`src/rtl/memdec_pkg.sv`:
```
package memdec_pkg;
  typedef enum logic [2:0] {
    MD_READ  = 3'd0,
    MD_OFF   = 3'd1,
    MD_IDLE  = 3'd2,
    MD_IDENT = 3'd3,
    MD_PROG  = 3'd4,
    MD_VFY   = 3'd5,
    MD_HOLD  = 3'd6
  } mode_e;
endpackage

```
`src/rtl/memdec_mode.sv`:
```
module memdec_mode
  import memdec_pkg::*;
(
  input  logic  ce_n,
  input  logic  oe_n,
  input  logic  vpp_hi,
  input  logic  id_hv,
  output mode_e mode
);
  always_comb begin
    if (ce_n) begin
      if (vpp_hi) mode = oe_n ? MD_HOLD : MD_VFY;
      else        mode = MD_IDLE;
    end else if (oe_n) begin
      mode = vpp_hi ? MD_PROG : MD_OFF;
    end else begin
      mode = id_hv ? MD_IDENT : MD_READ;
    end
  end
endmodule

```
`src/rtl/memdec_array.sv`:
```
module memdec_array #(
  parameter int DEPTH = 16,
  parameter int DW    = 8,
  parameter int AW    = $clog2(DEPTH)
) (
  input  logic          clk,
  input  logic          rst_n,
  input  logic          wr_en,
  input  logic          ers_en,
  input  logic [AW-1:0] addr,
  input  logic [DW-1:0] wr_data,
  output logic [DW-1:0] rd_data
);
  localparam logic [DW-1:0] ERASED = {DW{1'b1}};

  logic [DW-1:0] word_q [DEPTH];
  logic [DW-1:0] word_d [DEPTH];

  for (genvar i = 0; i < DEPTH; i++) begin : g_word
    logic hit;
    assign hit = wr_en && (addr == AW'(i));

    always_comb begin
      word_d[i] = word_q[i];
      if (ers_en)   word_d[i] = ERASED;
      else if (hit) word_d[i] = word_q[i] & wr_data;
    end

    always_ff @(posedge clk or negedge rst_n) begin
      if (!rst_n)                word_q[i] <= ERASED;
      else if (ers_en || hit)    word_q[i] <= word_d[i];
    end


    erase_fill_chk: assert property (@(posedge clk) disable iff (!rst_n)
      ers_en |=> word_q[i] == ERASED);

    prog_clear_only_chk: assert property (@(posedge clk) disable iff (!rst_n)
      (hit && !ers_en) |=> ((word_q[i] & ~$past(word_q[i])) == '0));

    idle_hold_chk: assert property (@(posedge clk) disable iff (!rst_n)
      !(wr_en || ers_en) |=> $stable(word_q[i]));
  end

  assign rd_data = word_q[addr];
endmodule

```
`src/rtl/memdec_outsel.sv`:
```
module memdec_outsel
  import memdec_pkg::*;
#(
  parameter int          DW       = 8,
  parameter logic [DW-1:0] MFR_CODE = 8'hC2,
  parameter logic [DW-1:0] DEV_CODE = 8'hC0
) (
  input  mode_e         mode,
  input  logic          sel0,
  input  logic [DW-1:0] arr_data,
  output logic [DW-1:0] dout,
  output logic          dout_en
);
  always_comb begin
    dout    = '0;
    dout_en = 1'b0;
    unique case (mode)
      MD_READ, MD_VFY: begin
        dout_en = 1'b1;
        dout    = arr_data;
      end
      MD_IDENT: begin
        dout_en = 1'b1;
        dout    = sel0 ? DEV_CODE : MFR_CODE;
      end
      default: ;
    endcase
  end
endmodule

```
`src/rtl/mem_mode_dec.sv`:
```
module mem_mode_dec
  import memdec_pkg::*;
#(
  parameter int DEPTH = 16,
  parameter int AW    = $clog2(DEPTH)
) (
  input  logic          clk,
  input  logic          rst_n,
  input  logic          ce_n,
  input  logic          oe_n,
  input  logic          vpp_hi,
  input  logic          id_hv,
  input  logic          erase,
  input  logic [AW-1:0] addr,
  input  logic [7:0]    din,
  output logic [7:0]    dout,
  output logic          dout_en,
  output logic [2:0]    mode
);
  localparam int DW = 8;

  logic [1:0]    rst_sync_q;
  logic          rst_int_n;
  mode_e         mode_w;
  logic          wr_en;
  logic          ers_en;
  logic [DW-1:0] rd_data;

  always_ff @(posedge clk or negedge rst_n) begin
    if (!rst_n) rst_sync_q <= 2'b00;
    else        rst_sync_q <= {rst_sync_q[0], 1'b1};
  end
  assign rst_int_n = rst_sync_q[1];

  memdec_mode u_mode (
    .ce_n   (ce_n),
    .oe_n   (oe_n),
    .vpp_hi (vpp_hi),
    .id_hv  (id_hv),
    .mode   (mode_w)
  );

  assign wr_en  = (mode_w == MD_PROG);
  assign ers_en = erase && vpp_hi;

  memdec_array #(.DEPTH(DEPTH), .DW(DW), .AW(AW)) u_array (
    .clk     (clk),
    .rst_n   (rst_int_n),
    .wr_en   (wr_en),
    .ers_en  (ers_en),
    .addr    (addr),
    .wr_data (din),
    .rd_data (rd_data)
  );

  memdec_outsel #(.DW(DW)) u_out (
    .mode     (mode_w),
    .sel0     (addr[0]),
    .arr_data (rd_data),
    .dout     (dout),
    .dout_en  (dout_en)
  );

  assign mode = mode_w;


  quiet_bus_chk: assert property (@(posedge clk) disable iff (!rst_int_n)
    !dout_en |-> dout == 8'h00);

  standby_hiz_chk: assert property (@(posedge clk) disable iff (!rst_int_n)
    (ce_n && !vpp_hi) |-> !dout_en);

  ident_code_chk: assert property (@(posedge clk) disable iff (!rst_int_n)
    (!ce_n && !oe_n && id_hv) |-> dout == (addr[0] ? 8'hC0 : 8'hC2));

  vpp_lock_chk: assert property (@(posedge clk) disable iff (!rst_int_n)
    !vpp_hi |=> (addr != $past(addr) || rd_data == $past(rd_data)));
endmodule

```
`config.mk`:
```
export PLATFORM = sky130hd
export DESIGN_NAME = mem_mode_dec
export DESIGN_NICKNAME = d
export VERILOG_FILES = /design/src/rtl/memdec_pkg.sv /design/src/rtl/memdec_mode.sv /design/src/rtl/memdec_array.sv /design/src/rtl/memdec_outsel.sv /design/src/rtl/mem_mode_dec.sv
export SDC_FILE = /design/constraint.sdc
export NUM_CORES = 1
export LEC_CHECK = 0
export BUFFER_PORTS_ARGS = -buffer_cell sky130_fd_sc_hd__buf_4
export CAP_MARGIN = 10
export CORE_MARGIN = 2
export CORE_UTILIZATION = 35
export CTS_CLUSTER_DIAMETER = 50
export DETAILED_ROUTE_END_ITERATION = 10
export PLACE_DENSITY = 0.58
export SYNTH_ARGS = -nofsm -noshare
export SYNTH_HDL_FRONTEND = slang
export SYNTH_SLANG_ARGS = --single-unit
```
`constraint.sdc`:
```
create_clock -name clk -period 8 [get_ports clk]
set_input_delay 0.4 -clock clk [delete_from_list [all_inputs] [get_ports clk]]
set_output_delay 0.4 -clock clk [all_outputs]
set_load 0.01 [all_outputs]
```
==> results.yml <==
grt:
  grt_max_degree: 98
  first_global_vias: 4369
  antenna_found_initial: 0
  grt_use_total_pct: 18.1
  grt_first_pass_wirelength_um: 24700
  grt-ovfl-total: 0
power:
  pwr-share-clk_pct: 47.0
  p_sw_mw: 0.339
  vdd_ir_drop_max_mv: 0.182
  internal_power_mw: 1.13
  p_seq_share_pct: 46.5
  leakagePower_nw: 2.41
  power.total_mw: 1.47
  swShare_pct: 23.1
  p_per_area_nw_per_um2: 215
  combPwrFrac_pct: 6.6
placement:
  hpwlAfterDp_um: 9130
  io_buffers: 30
  gp_congestion: 0.785
clock_tree:
  cts.clk_slew.worst_paths_ns: 0.05
  numCtsBuffers: 17
  cts_root_buf: "clkbuf_16"
  clk_latency_ns: 0.42
  clock-sinks: 130
  cts.htree.levels: 4
  post_cts_buffers: 0
  cts_tree: "yes"
  clockBufferDepth: 2
setup_path:
  worst-r2r-setup-slack_ns: 6.37
  crit_fanout: 53
  timing.rr.end: "u_array.word_q[48]$_DFFE_PN1P_"
  crit_arrival_ns: 2.40
  timing.rr.start: "rst_sync_q[1]$_DFF_PN0_"
  rr_worst_depth: 1
  cp_slowest_cell: "mux4_2"
  cp.required_ns: 7.60
  path_cells: "buf_4 > mux4_2 > mux4_2 > and2_1 > buf_4"
  startpoint_type: "input port"
  critPathKind: "input port to primary output"
  end_kind: "primary output"
  critPathMaxStageDelay_ns: 0.60
synthesis:
  synth.yosys.seq_area_share_pct: 57.3
  syn_area_sq_um: 5960
  yosys.cell_types.count: 37
  syn-num-nets: 551
  synth_cells: 532
  synthMuxAreaShare_pct: 14.3
  synth_fa_ha_area_share_pct: 0
  syn_avg_cell_area_sq_um: 11.2
  yosys.area.top_type_share_pct: 56.4
  yosysWarnings: 0
  yosysTopAreaCell: "dfstp_2"
  synth_compound_area_share_pct: 12.1
  synth-xor-area-share_pct: 0
  synth_edf_count: 0
  ys_seq_elements: 130
  async_flop_share_pct: 100
  synth_top_family_by_area: "multiplexers"
  synth_most_common_cell: "nand2_1"
  yosys-top-cells-count: "nand2_1, o21ai_0, dfstp_2"
  synthSimpleGateAreaFrac_pct: 12.9
  ys.flop_type: "dfstp_2"
  synth_area_leaders: "dfstp_2, o21ai_0, mux4_2, nand2_1, mux4_1"
layout:
  drive_above_1_share_pct: 39.1
  final_nets: 565
  n_antenna_cell: 0
  area_growth_pct: 14.7
  nFillCells: 1586
timing:
  finalSetupViolations: 0
  tightest_slew_ns: 1.20
  final.setup.tns_ns: 0
  slew_viol_final: 0
  rsz0062_at_grt: "no"
  hold_violations: 0
  fin_skew_ns: 0.00564
  fin_crit_ns: 2.80
  min_period_over_period_pct: 35.0
  slew_headroom_pct: 18.9
  fmax_mhz: 357
die:
  fp.dieH_um: 135
  rows: 47
  start_util_pct: 35.8
  core_sq_um: 16600
  io_pins: 31
  dieArea_sq_um: 18100
  die_x_um: 135
routing:
  via_per_inst: 5.48
  wl_um: 15400
  post-route-drc-count: 0
  wl_per_cell_um: 19.8
  num_vias: 4262
  drtIter0Drc: 369
  firstDrtPassIters: 7
  antenna_left: 0
job:
  maxCapViolCount: 0
worst_hold_path:
  hp-class: "input port to asynchronous set/reset pin"
status:
  status: "finished, final reports clean"
## power by group through the flow
stage | clock [mW] | combinational (mW) | sequential, mW
6_report | 0.691 | 0.0969 | 0.684
5_1_grt | 0.738 | 0.106 | 0.686
4_1_cts | 0.708 | 0.0977 | 0.684
3_5_place_dp | 0 | 0.0970 | 0.693
3_3_place_gp | 0 | 0.0959 | 0.692
2_1_floorplan | 0 | 0.0573 | 0.696
## what timing repair did
item                      CTS  global route
hold buffers                1             0
hold endpoints to repair    2             0
gates resized for setup     0             0
## placed cells by master, fill, tap and decap left out, types with 2 or more instances in the layout
| cell type | instances |
|---|---|
| mux4_1 | 6 |
| buf_4 | 33 |
| clkbuf_8 | 4 |
| inv_1 | 2 |
| a31oi_1 | 2 |
| and2_1 | 6 |
| dfstp_2 | 128 |
| nor2_1 | 5 |
| nand2_1 | 130 |
| mux4_2 | 25 |
| clkbuf_1 | 4 |
| clkbuf_16 | 17 |
| o21ai_0 | 129 |
| mux2i_1 | 10 |
| mux2_2 | 3 |
| nor2b_1 | 5 |
| nand3b_1 | 10 |
| nor3_1 | 2 |
| clkinv_2 | 6 |
| nand3_1 | 12 |
## worst max path at each step
stage | startpoint | end | slack, ns
global route | addr[1] | dout[2] | 5.14
global placement | addr[1] | dout[3] | 5.20
CTS | addr[1] | dout[3] | 5.20
detailed placement | addr[0] | u_array.word_q[61]$_DFFE_PN1P_ | 5.03
finish | addr[1] | dout[3] | 5.20
floorplan | rst_sync_q[1]$_DFF_PN0_ | u_array.word_q[0]$_DFFE_PN1P_ | 5.25
## cells by family after synthesis
group	Yosys count
and+or+nand+nor	177
DFF	130
AOI/OAI and AO/OA	139
other	1
muxes	44
buffers and inverters	41
## worst max-delay path, delay by kind of cell
family | cells | cell delay, ns
simple gates | 1 | 0.21
buf+inv | 2 | 0.69
mux | 2 | 1.08
## state kept, by name, summed over array words and instances, names as in the netlist
register        flops
u_array.word_q    128
rst_sync_q          2
## per-layer routing
layer,GRT usage [%],vias up,share of wire [%]
met5,0,-,0
met4,5.79,0,1.5
met3,5.07,24,6.4
met2,28.1,150,47
met1,24.8,2186,45
li1,-,1902,-
## layout make-up
cell class	instances	area [sq um]	share of cell area [%]
Sequential cell	130	3420	50.0
Multi-Input combinational cell	361	2360	34.5
Clock buffer	25	495	7.24
Tap cell	220	275	4.02
Timing Repair Buffer	34	258	3.77
Clock inverter	6	30.0	0.439
Inverter	2	7.51	0.110
## metrics by stage
step	instance area (sq um)	worst slack, ns	util, %	hold WS (ns)	std cells
after global routing	6840	5.14	41.1	0.289	778
final	6840	5.20	41.1	0.292	778
after CTS	6840	5.20	41.1	0.278	778
after detailed placement	6300	5.03	37.9	0.185	746
after floorplan	5960	5.25	-	0.104	532
after global placement	6300	5.20	37.9	0.183	746
(Power assumes the default switching activity.)
